$ cat src/rtl/a2u_pkg.sv
package a2u_pkg;
  localparam int unsigned SEG_W  = 3;
  localparam int unsigned VAL_W  = 4;
  localparam int unsigned CODE_W = 1 + SEG_W + VAL_W;

  typedef struct packed {
    logic             pol;
    logic [SEG_W-1:0] seg;
    logic [VAL_W-1:0] val;
  } code_t;
endpackage

$ cat src/rtl/a2u_seg_const.sv
module a2u_seg_const #(
  parameter int unsigned SEG_W = 3,
  parameter int unsigned VAL_W = 4
) (
  input  logic [SEG_W-1:0] seg_i,
  output logic [VAL_W-1:0] z_o
);
  localparam int unsigned NSEG = 2 ** SEG_W;

  logic [VAL_W-1:0] term [NSEG];

  for (genvar k = 0; k < NSEG; k++) begin : g_seg
    // constant halves per segment from 2 upward, zero once the shift runs out
    localparam int SH = VAL_W + 1 - k;
    localparam logic [VAL_W-1:0] ZK =
      (k >= 2 && k <= VAL_W + 1) ? VAL_W'(1 << SH) : '0;
    assign term[k] = (seg_i == SEG_W'(k)) ? ZK : '0;
  end

  always_comb begin
    z_o = '0;
    for (int k = 0; k < NSEG; k++) z_o = z_o | term[k];
  end
endmodule

$ cat src/rtl/a2u_shared_adder.sv
module a2u_shared_adder #(
  parameter int unsigned VAL_W = 4
) (
  input  logic [VAL_W-1:0] a_i,
  input  logic [VAL_W-1:0] b_i,
  output logic [VAL_W-1:0] sum_o,
  output logic             co_o
);
  assign {co_o, sum_o} = {1'b0, a_i} + {1'b0, b_i};
endmodule

$ cat src/rtl/a2u_out_select.sv
module a2u_out_select #(
  parameter int unsigned SEG_W = 3,
  parameter int unsigned VAL_W = 4
) (
  input  logic [SEG_W-1:0] seg_i,
  input  logic [VAL_W-1:0] val_i,
  input  logic [VAL_W-1:0] sum_i,
  input  logic             co_i,
  output logic [SEG_W-1:0] seg_o,
  output logic [VAL_W-1:0] val_o
);
  logic [SEG_W-1:0] seg_dn;

  // decrement as an add of all-ones, wraps mod 2^SEG_W
  assign seg_dn = seg_i + {SEG_W{1'b1}};

  always_comb begin
    if (seg_i == '0) begin
      seg_o = seg_i;
      val_o = val_i;
    end else if (seg_i == SEG_W'(1)) begin
      seg_o = seg_i;
      val_o = {1'b0, val_i[VAL_W-1:1]};
    end else if (co_i) begin
      seg_o = seg_i;
      val_o = {co_i, sum_i[VAL_W-1:1]};
    end else begin
      seg_o = seg_dn;
      val_o = sum_i;
    end
  end
endmodule

$ cat src/rtl/a2u_translator.sv
module a2u_translator
  import a2u_pkg::*;
(
  input  logic              clk_i,
  input  logic              rst_ni,
  input  logic              strobe_i,
  input  logic [CODE_W-1:0] code_i,
  output logic              valid_o,
  output logic [CODE_W-1:0] code_o
);
  code_t            in_c, res_c;
  logic [VAL_W-1:0] z, sum;
  logic             co;

  assign in_c = code_t'(code_i);

  a2u_seg_const #(.SEG_W(SEG_W), .VAL_W(VAL_W)) u_const (
    .seg_i (in_c.seg),
    .z_o   (z)
  );

  a2u_shared_adder #(.VAL_W(VAL_W)) u_add (
    .a_i   (in_c.val),
    .b_i   (z),
    .sum_o (sum),
    .co_o  (co)
  );

  a2u_out_select #(.SEG_W(SEG_W), .VAL_W(VAL_W)) u_sel (
    .seg_i (in_c.seg),
    .val_i (in_c.val),
    .sum_i (sum),
    .co_i  (co),
    .seg_o (res_c.seg),
    .val_o (res_c.val)
  );

  assign res_c.pol = in_c.pol;

  always_ff @(posedge clk_i or negedge rst_ni) begin
    if (!rst_ni) begin
      valid_o <= 1'b0;
      code_o  <= '0;
    end else begin
      valid_o <= strobe_i;
      if (strobe_i) code_o <= res_c;
    end
  end

  AST_VALID_PULSE: assert property (@(posedge clk_i) disable iff (!rst_ni)
    strobe_i |=> valid_o);
  AST_IDLE_HOLD: assert property (@(posedge clk_i) disable iff (!rst_ni)
    !strobe_i |=> (!valid_o && $stable(code_o)));
  AST_POL_PASS: assert property (@(posedge clk_i) disable iff (!rst_ni)
    strobe_i |=> code_o[CODE_W-1] == $past(code_i[CODE_W-1]));
  AST_SEG0_PASS: assert property (@(posedge clk_i) disable iff (!rst_ni)
    (strobe_i && in_c.seg == '0) |=> code_o == $past(code_i));
  AST_SEG1_KEEP: assert property (@(posedge clk_i) disable iff (!rst_ni)
    (strobe_i && in_c.seg == SEG_W'(1)) |=>
      (code_o[CODE_W-2 -: SEG_W] == SEG_W'(1) && !code_o[VAL_W-1]));
  AST_Z_ONEHOT: assert property (@(posedge clk_i) disable iff (!rst_ni)
    $onehot0(z));
  AST_CARRY_KEEPS_SEG: assert property (@(posedge clk_i) disable iff (!rst_ni)
    (strobe_i && in_c.seg >= SEG_W'(2) && co) |=>
      (code_o[CODE_W-2 -: SEG_W] == $past(code_i[CODE_W-2 -: SEG_W]) && code_o[VAL_W-1]));
  AST_NOCARRY_DROPS_SEG: assert property (@(posedge clk_i) disable iff (!rst_ni)
    (strobe_i && in_c.seg >= SEG_W'(2) && !co) |=>
      code_o[CODE_W-2 -: SEG_W] == $past(code_i[CODE_W-2 -: SEG_W]) - SEG_W'(1));
  AST_TOP_SEG_VAL: assert property (@(posedge clk_i) disable iff (!rst_ni)
    (strobe_i && in_c.seg >= SEG_W'(6)) |=> code_o[VAL_W-1:0] == $past(code_i[VAL_W-1:0]));
endmodule

$ cat config.mk
export PLATFORM = sky130hd
export DESIGN_NAME = a2u_translator
export DESIGN_NICKNAME = d
export VERILOG_FILES = /design/src/rtl/a2u_pkg.sv /design/src/rtl/a2u_seg_const.sv /design/src/rtl/a2u_shared_adder.sv /design/src/rtl/a2u_out_select.sv /design/src/rtl/a2u_translator.sv
export SDC_FILE = /design/constraint.sdc
export NUM_CORES = 1
export LEC_CHECK = 0
export BUFFER_PORTS_ARGS = -buffer_cell sky130_fd_sc_hd__buf_2
export CAP_MARGIN = 25
export CORE_ASPECT_RATIO = 1.1
export CORE_MARGIN = 10
export CORE_UTILIZATION = 51
export CTS_CLUSTER_SIZE = 30
export DETAILED_ROUTE_END_ITERATION = 16
export PLACE_DENSITY = 0.8
export SYNTH_ARGS = -nofsm -noshare
export SYNTH_HDL_FRONTEND = slang
export SYNTH_SLANG_ARGS = --single-unit
$ cat constraint.sdc
create_clock -name clk_i -period 1.2 [get_ports clk_i]
set_clock_uncertainty 0.1 [all_clocks]
set_input_delay 0 -clock clk_i [delete_from_list [all_inputs] [get_ports clk_i]]
set_output_delay 0 -clock clk_i [all_outputs]
set_load 0.01 [all_outputs]
* After elaboration in Yosys (flattened, before gate mapping)
Index checks and enable logic that the tools add are counted.
** Cells by class
- Mux-type cells :: 10
- Reductions and logical operators :: 1
- Add/subtract/negate cells :: 2
- Bitwise gates (word level) :: 3
- Eq/ne operators :: 5
** Operators by type and width (count)
- 4-bit 2-to-1 mux :: 4
- 3-bit 2-to-1 mux :: 4
- 3-bit by 2-bit equality test with 1-bit output, second input constant :: 2
- 3-bit equality test, second input constant :: 2
- 4-bit by 4-bit adder with 5-bit output :: 1
- 4-bit by 2-bit bitwise OR with 4-bit output :: 1
- 4-bit by 3-bit bitwise OR with 4-bit output :: 1
- 4-bit bitwise OR :: 1
- 3-bit adder, second input constant :: 1
- 3-bit by 1-bit equality test with 1-bit output, second input constant :: 1
- 3-bit logical NOT :: 1
- 2-bit 2-to-1 mux :: 1
- 1-bit 2-to-1 mux :: 1
** Storage, ports and cells
- Input port bits :: 11
- Logic and storage cells :: 23
- Flip-flop bits (word level) :: 9

* Depth between registers and ports, before layout
Gate-level depths: netlist of run 1.
- Depth after elaboration :: 9
- Depth in mapped cells :: 9

* Hierarchy
From an unflattened synthesis of run 1, not the netlist that was laid out.
** Unflattened totals
- Cells, all modules :: 68
- Area total of the unflattened synthesis :: 770.7 um^2
** By module, submodules not included
- a2u_translator :: instances 1, area an instance 356.6 um^2, seq. area each 225.2 um^2, cells an instance 18
- a2u_out_select :: instances 1, area an instance 242.7 um^2, seq. area each 0.0 um^2, cells an instance 30
- a2u_shared_adder :: instances 1, area an instance 136.4 um^2, seq. area each 0.0 um^2, cells an instance 16
- a2u_seg_const :: instances 1, area an instance 35.0 um^2, seq. area each 0.0 um^2, cells an instance 4

* Worst setup path after synthesis of run 1
OpenSTA, ideal clock, no wires.
- Kind :: input-to-reg
- Start :: in code_i[5]
- End :: reg code_o[6]
- Slack :: -921 ps
- Path buffers :: 0
- Data arrival time :: 1939 ps
- Cell stages on the path :: 9
- Cells stage by stage :: inv_1 -> ha_1 -> and2_1 -> ha_1 -> fa_1 -> a21o_1 -> a21o_1 -> or3b_1 -> a31oi_1
** On the way
- Longest elaborated chain between the ends :: 9
** RTL lines
- start: declaration :: RTL line a2u_translator.sv:7 : input logic [CODE_W-1:0] code_i,
- 3-bit by 2-bit equality test with 1-bit output :: RTL line a2u_seg_const.sv:17 : assign term[k] = (seg_i == SEG_W'(k)) ? ZK : '0;
- 3-bit 2-to-1 mux / 4-bit 2-to-1 mux (equally long branches) :: RTL line a2u_seg_const.sv:17
- 4-bit by 3-bit bitwise OR with 4-bit output :: RTL line a2u_seg_const.sv:22 : for (int k = 0; k < NSEG; k++) z_o = z_o | term[k];
- 4-bit by 2-bit bitwise OR with 4-bit output :: RTL line a2u_seg_const.sv:22
- 4-bit bitwise OR :: RTL line a2u_seg_const.sv:22
- 4-bit by 4-bit adder with 5-bit output :: RTL line a2u_shared_adder.sv:9 : assign {co_o, sum_o} = {1'b0, a_i} + {1'b0, b_i};
- 3-bit 2-to-1 mux :: RTL line a2u_out_select.sv:24 : end else if (co_i) begin
- 3-bit 2-to-1 mux :: RTL line a2u_out_select.sv:21 : end else if (seg_i == SEG_W'(1)) begin
- 3-bit 2-to-1 mux (*) :: RTL line a2u_out_select.sv:18 : if (seg_i == '0) begin
- end signal: assignment :: RTL line a2u_translator.sv:46 : if (strobe_i) code_o <= res_c;
- end: declaration :: RTL line a2u_translator.sv:9 : output logic [CODE_W-1:0] code_o
Every way passes the cells marked *; elsewhere a longest branch is shown, timed or not.
A chain may end at the register's enable or synchronous reset.

* Final worst setup path of run 1
- Start :: in code_i[4]
- End :: reg code_o[6]
Same word-level chain as after synthesis.

==> qor.yml, run 1 <==
yosysSeqAreaShare: 0.2922
crit_path_end_kind: "flop"
setup_slack_ps: -673.3
avgSynthCellArea_um2: 9.068
max-cap-violations: 0
worst_pin_slew_ps: 366.8
placed_area_um2: 1061
comb_power_share: 0.450
r2r_slack_ps: 290
grt_max_degree: 17
dr.pass1.iters: 4
critPathArrivalTime_ps: 1950
drive_gt1_frac: 0.5263
rsz0062_at_grt: "true"
io_buffer_count: 19
vias: 969
clkTransAtPathRegs_ps: 60
fin_area_um2: 1257
synth_compound_area_frac: 0.2857
powerDensity_nw_per_um2: 864.0
routed_via_density: 6.503
antenna_cells: 0
grt_pass1_vias: 926
rr_endpoint: "code_o[2]$_DFFE_PN0P_"
post-route-drc-count: 0
cts_root_buf: "clkbuf_4"
netlist_instances: 85
crit_start: "code_i[4]"
crit_end: "code_o[6]$_DFFE_PN0P_"
power_frac_seq: 0.338
track_usage: 0.1643
p_sw_frac: 0.3430
synth-simple-area-share: 0.1315
finalNetCount: 155
ant_nets: 0
synth.area.mux_share: 0.04383
io_pins: 20
min_period_ps: 1873
slew_headroom: 0.7516
switching_power_w: 0.0003727
die_area_um2: 3468
peakVddDrop_v: 0.0004280
ys_ff_latch: 9
synth_area_leaders: "dfrtp_1 29%, ha_1 15%, a21oi_1 5.8%"
start_util: 0.5500
start_kind: "primary input"
fin_crit_sh: 1.561
insertion_delay_ps: 250
p_int_w: 0.0007138
yosysTopAreaCell: "dfrtp_1"
synth.net_count: 106
htree_levels: 1
syn-cell-area_um2: 770.7
drt_iter0_drc: 51
rows: 14
synth-xor-area-share: 0.02273
area_delta_synth_final_pct: 63.15
leakagePower_nw: 0.6220
yosys.area.top_type_share: 0.2922
core-area_um2: 1401
yosys_warnings: 0
gr-total-overflow: 0
r2r_start: "code_o[2]$_DFFE_PN0P_"
fin_hold_ws_ps: 33.10
dp_hpwl_mm: 1.910
antenna_found_initial: 0
cts_buffers: 3
wirelength_mm: 3.221
die_h_um: 60.77
hp-class: "in -> async"
synthAdderAreaFrac: 0.1721
cts.sinks: 9
clk_path_buf_depth: 2
gp_congestion: 0.8221
setup_violations: 7
yosysUniqueCellTypes: 31
worstPathRequired_ps: 1270
status: "complete, but fails checks"
die_w_um: 57.07
hold_violations: 0
r2r.worst_path.cells: 1
violations: "negative setup slack"
synth_top_family_by_area: "compound AO/OA/AOI/OAI gates"
clkPwrFrac: 0.212
clock.fmax_mhz: 533.8
grt_pass1_wl_mm: 4.498
wl_per_cell_um: 21.62
slew_violations: 0
path_class: "in -> reg"
crit_path_max_fanout: 4
cts_tree: "done"
==> metrics by stage <==
step / cells / TNS (ps) / power [W] / util / setup slack (ps)
floorplan: 85 / -4563 / 0.0005588 / - / -741.1
CTS: 148 / -3804 / 0.001021 / 0.8580 / -594.7
global placement: 136 / -6283 / 0.0007210 / 0.7571 / -930.4
detailed placement: 136 / -6871 / 0.0007437 / 0.7571 / -1097
finish: 149 / -4300 / 0.001086 / 0.8973 / -673.3
global route: 149 / -4636 / 0.001135 / 0.8973 / -709.2
==> cell usage in the layout (no fill, tap or decap), drive strengths merged, types with 3 or more instances in the layout <==
cell type and n:
a221oi 3, o21ai 5, a21o 3, nor2 3, clkbuf 4, nand2b 4
mux2 3, dlygate4sd3 3, a21oi 9, nor2b 3, inv 6, ha 9
buf 45, a31oi 3, dfrtp 9
==> cell type report <==
cell class,instances,area [um2]
multi-input cells,66,601.8
flip-flops and latches,9,225.2
fillers,64,143.9
clock buffers,4,26.28
well taps,16,20.02
inverters,6,35.03
repair buffers,48,349.1
==> cell usage after synthesis <==
cell type / count
o21ba_2: 1
a211oi_1: 2
nor3_1: 2
nand3_1: 1
a21oi_1: 9
and3_1: 1
inv_1: 6
a221o_1: 1
o311ai_0: 2
a221oi_1: 3
xnor2_1: 1
mux2_2: 3
xor2_1: 1
a21o_1: 3
dfrtp_1: 9
nor2_1: 3
a211o_1: 1
nor2b_1: 3
o21a_1: 1
ha_1: 9
nand2b_1: 4
o22ai_1: 1
o211ai_1: 1
or3b_1: 1
o21ai_0: 5
and2_1: 2
a31oi_1: 3
fa_1: 1
clkbuf_1: 2
nand2_1: 1
buf_2: 2
==> worst min-delay path by stage <==
stage / startpoint / end / slack, ps
global placement: rst_ni / code_o[0]$_DFFE_PN0P_ / -250
finish: rst_ni / valid_o$_DFF_PN0_ / 30
detailed placement: rst_ni / code_o[0]$_DFFE_PN0P_ / -240
floorplan: rst_ni / code_o[0]$_DFFE_PN0P_ / -400
CTS: rst_ni / valid_o$_DFF_PN0_ / 20
global route: rst_ni / code_o[2]$_DFFE_PN0P_ / 50
==> sequential cells by signal, indices dropped and copies added (netlist names) <==
| signal | cells |
|---|---|
| code_o | 8 |
| valid_o | 1 |
==> power groups by stage <==
stage	Sequential (W)	Combinational, W	Clock [W]
after global placement	0.000369	0.000352	0
after floorplan	0.000393	0.000166	0
after global routing	0.000371	0.000519	0.000245
after detailed placement	0.000372	0.000372	0
after CTS	0.000367	0.000418	0.000235
final	0.000367	0.000489	0.000230
==> critical path, stage by stage <==
cell	delay, ps
buf_6	110
buf_4	140
ha_1	180
nor2b_2	160
ha_1	320
a21o_1	230
a21o_1	240
or3b_1	410
a31oi_1	160
==> routing by layer <==
metal	part of all wire	wire [um]	GRT usage	vias to the layer above
met3	0.092	297	0.04384	26
met1	0.38	1224	0.1598	449
met4	0.075	240	0.1376	0
met2	0.45	1459	0.2899	87
met5	0	0	0	-
li1	-	-	-	407
==> cell families (layout without fill, tap and decap cells) <==
group,after synthesis,after routing
compound gates,33,33
simple gates,18,18
fa+ha+maj,10,10
buf+inv,10,58
flops,9,9
mux,3,3
xor+xnor,2,2
==> timing repair <==
action | in CTS | in global routing
gates resized for setup | 16 | 10
endpoints found under the setup margin | 7 | 7
hold buffers | 3 | 0
setup buffers | 5 | 1
pin swaps | 16 | 2
endpoints found under the hold margin | 11 | 0
gates cloned | 0 | 0
No activity file was read; power rests on OpenSTA's default activity.
==> run 2, diff against run 1 <==
--- a/config.mk
+++ b/config.mk
@@ -5,14 +5,13 @@
 export SDC_FILE = /design/constraint.sdc
 export NUM_CORES = 1
 export LEC_CHECK = 0
-export BUFFER_PORTS_ARGS = -buffer_cell sky130_fd_sc_hd__buf_2
 export CAP_MARGIN = 25
-export CORE_ASPECT_RATIO = 1.1
 export CORE_MARGIN = 10
-export CORE_UTILIZATION = 51
+export CORE_UTILIZATION = 55
 export CTS_CLUSTER_SIZE = 30
 export DETAILED_ROUTE_END_ITERATION = 16
-export PLACE_DENSITY = 0.8
+export DONT_BUFFER_PORTS = 1
+export PLACE_DENSITY = 0.73
 export SYNTH_ARGS = -nofsm -noshare
 export SYNTH_HDL_FRONTEND = slang
 export SYNTH_SLANG_ARGS = --single-unit
==> run 2 against run 1 <==
  * The flow finishes with violations (negative hold slack, negative setup slack)
  * Die area shrank 4.9%
  * Flip-flop and latch count is the same
  * Sequential power grew 8.2%
  * Maximum frequency grew 12%
  * Worst setup slack gained 200 ps
  * Register-to-register slack lost 40 ps
  * Non-clock buffer count shrank 20
  * Global-route usage shrank 1.8 points
  * Final cell count shrank 14%
  * Clock power shrank 4%
  * Highest routed layer unchanged
==> qor.yml, run 2 (synthesis results as in run 1) <==
post-route-drc-count: 0  # unchanged
slew_headroom: 0.6498  # -0.1018
gr-total-overflow: 0  # unchanged
wirelength_mm: 2.358  # -27%
grt_max_degree: 16  # -1
r2r_start: "code_o[2]$_DFFE_PN0P_"
rr_endpoint: "code_o[2]$_DFFE_PN0P_"
cp_top_family: "adder cells"
drive_gt1_frac: 0.3717  # -0.1546
powerDensity_nw_per_um2: 835.8  # -3.3%
slowest_stage: "or3b_1"
track_usage: 0.1460  # -0.01836
antenna_cells: 0  # unchanged
dr.pass1.iters: 6  # +2
worst_pin_slew_ps: 525.4  # +158.6 ps
rsz0062_at_grt: "true"
io_buffer_count: 0  # -19
layout_commonest_cell: "buf_4"
min_period_ps: 1673  # -200.3 ps
fin_util: 0.8519  # -0.04547
start_util: 0.5850  # +0.03500
top_regs: "code_o (8), valid_o (1)"
max-cap-violations: 0  # unchanged
hp-class: "in -> async"
gp_congestion: 0.8470  # +3.0%
setup_slack_ps: -473.0  # +200.3 ps
leakagePower_nw: 0.5326  # -14%
cts_root_buf: "clkbuf_4"
path_class: "in -> reg"
antenna_found_initial: 0  # unchanged
cts.sinks: 9  # unchanged
worstPathRequired_ps: 1270  # about the same
status: "complete, but fails checks"
top_register: "code_o"
cts_buffers: 3  # unchanged
ant_nets: 0  # unchanged
met1_usage: 0.1508  # -0.009010
slew_violations: 0  # unchanged
dp_hpwl_mm: 1.666  # -13%
crit_path_end_kind: "flop"
cp.buffers_inverters: 1  # -1
fin_crit_sh: 1.394  # -0.1670
insertion_delay_ps: 250  # about the same
core-area_um2: 1318  # -6.0%
r2r_slack_ps: 250  # -40 ps
grt_pass1_wl_mm: 3.912  # -13%
grt_pass1_vias: 809  # -13%
clock.fmax_mhz: 597.7  # +12%
hold_violations: 5  # +5
clkTransAtPathRegs_ps: 60  # about the same
cts_tree: "done"
setup_violations: 7  # unchanged
peakVddDrop_v: 0.0003810  # -11%
final_cell_mix: "20 x buf_4, 9 x dfrtp_1, 7 x a21oi_1, 7 x dlygate4sd3_1, 6 x ha_1"
grtUsageMet3: 0.03319  # -0.01066
htree_levels: 1  # unchanged
area_delta_synth_final_pct: 45.62
top_usage_layer: "met2"
wl_per_cell_um: 18.42  # -15%
drt_iter0_drc: 10  # -80%
routed_via_density: 6.117  # -5.9%
die_area_um2: 3299  # -4.9%
rows: 13  # -1
worstPathCellList: "inv_12 > ha_4 > and2_4 > ha_4 > fa_2 > a21o_1 > a21o_1 > or3b_1 > a31oi_1"
p_total_w: 0.0009380  # -14%
vias: 783  # -19%
clk_path_buf_depth: 2  # unchanged
r2r.worst_path.cells: 1  # unchanged
crit_path_max_fanout: 4  # unchanged
die_h_um: 57.44  # -5.5%
start_kind: "primary input"
fin_hold_ws_ps: -5.203  # -38.30 ps
critPathArrivalTime_ps: 1740  # -210 ps
io_pins: 20  # unchanged
violations: "negative hold slack, negative setup slack"
die_w_um: 57.44  # +0.65%
finalNetCount: 135  # -13%
slowest_delay_ps: 380  # -30 ps
use_met2: 0.2561  # -0.03379
largest_reg_flops: 8  # unchanged
==> run 2: final cells by class <==
| class | instances | area, um2 |
|---|---|---|
| clock buffers | 4 | 26.28 |
| inverters | 6 | 35.03 |
| repair buffers | 28 | 232.7 |
| multi-input cells | 66 | 584.3 |
| flip-flops and latches | 9 | 225.2 |
| fillers | 67 | 195.2 |
| well taps | 15 | 18.77 |
==> run 2: routing by layer <==
metal / part of all wire / up-vias
met3: 0.063 / 8
met2: 0.51 / 29
li1: - / 371
met5: 0 / -
met4: 0.032 / 0
met1: 0.39 / 375
==> run 2: power breakdown <==
part           switching (W)  internal, W
clock network      0.0000925     0.000127
logic               0.000145     0.000176
registers          0.0000502     0.000346
==> run 2: how the worst max path moves through the flow <==
stage               from               endpoint  cells after the start
2_1_floorplan  code_i[5]  code_o[6]$_DFFE_PN0P_                      9
3_3_place_gp   code_i[5]  code_o[6]$_DFFE_PN0P_                      9
3_5_place_dp   code_i[5]  code_o[6]$_DFFE_PN0P_                      9
4_1_cts        code_i[5]  code_o[6]$_DFFE_PN0P_                      9
5_1_grt        code_i[5]  code_o[6]$_DFFE_PN0P_                      9
6_report       code_i[5]  code_o[6]$_DFFE_PN0P_                      9
==> run 2: metrics by stage <==
stage | hold WS, ps | setup TNS, ps | setup slack (ps) | std cells | cell area [um2]
floorplan | -395.6 | -4563 | -741.1 | 85 | 814.5
global placement | -395.3 | -4997 | -756.3 | 112 | 934.6
detailed placement | -395.3 | -5323 | -792.0 | 112 | 934.6
CTS | 1.140 | -2872 | -436.8 | 127 | 1101
global route | 22.17 | -3214 | -521.4 | 128 | 1122
finish | -5.203 | -2903 | -473.0 | 128 | 1122
==> run 2: repair_timing <==
action	4_1_cts	5_1_grt
hold buffers	8	0
hold endpoints to repair	18	0
resized for setup	10	4
endpoints found under the setup margin	7	8
pin swaps	13	7
setup buffers	3	1
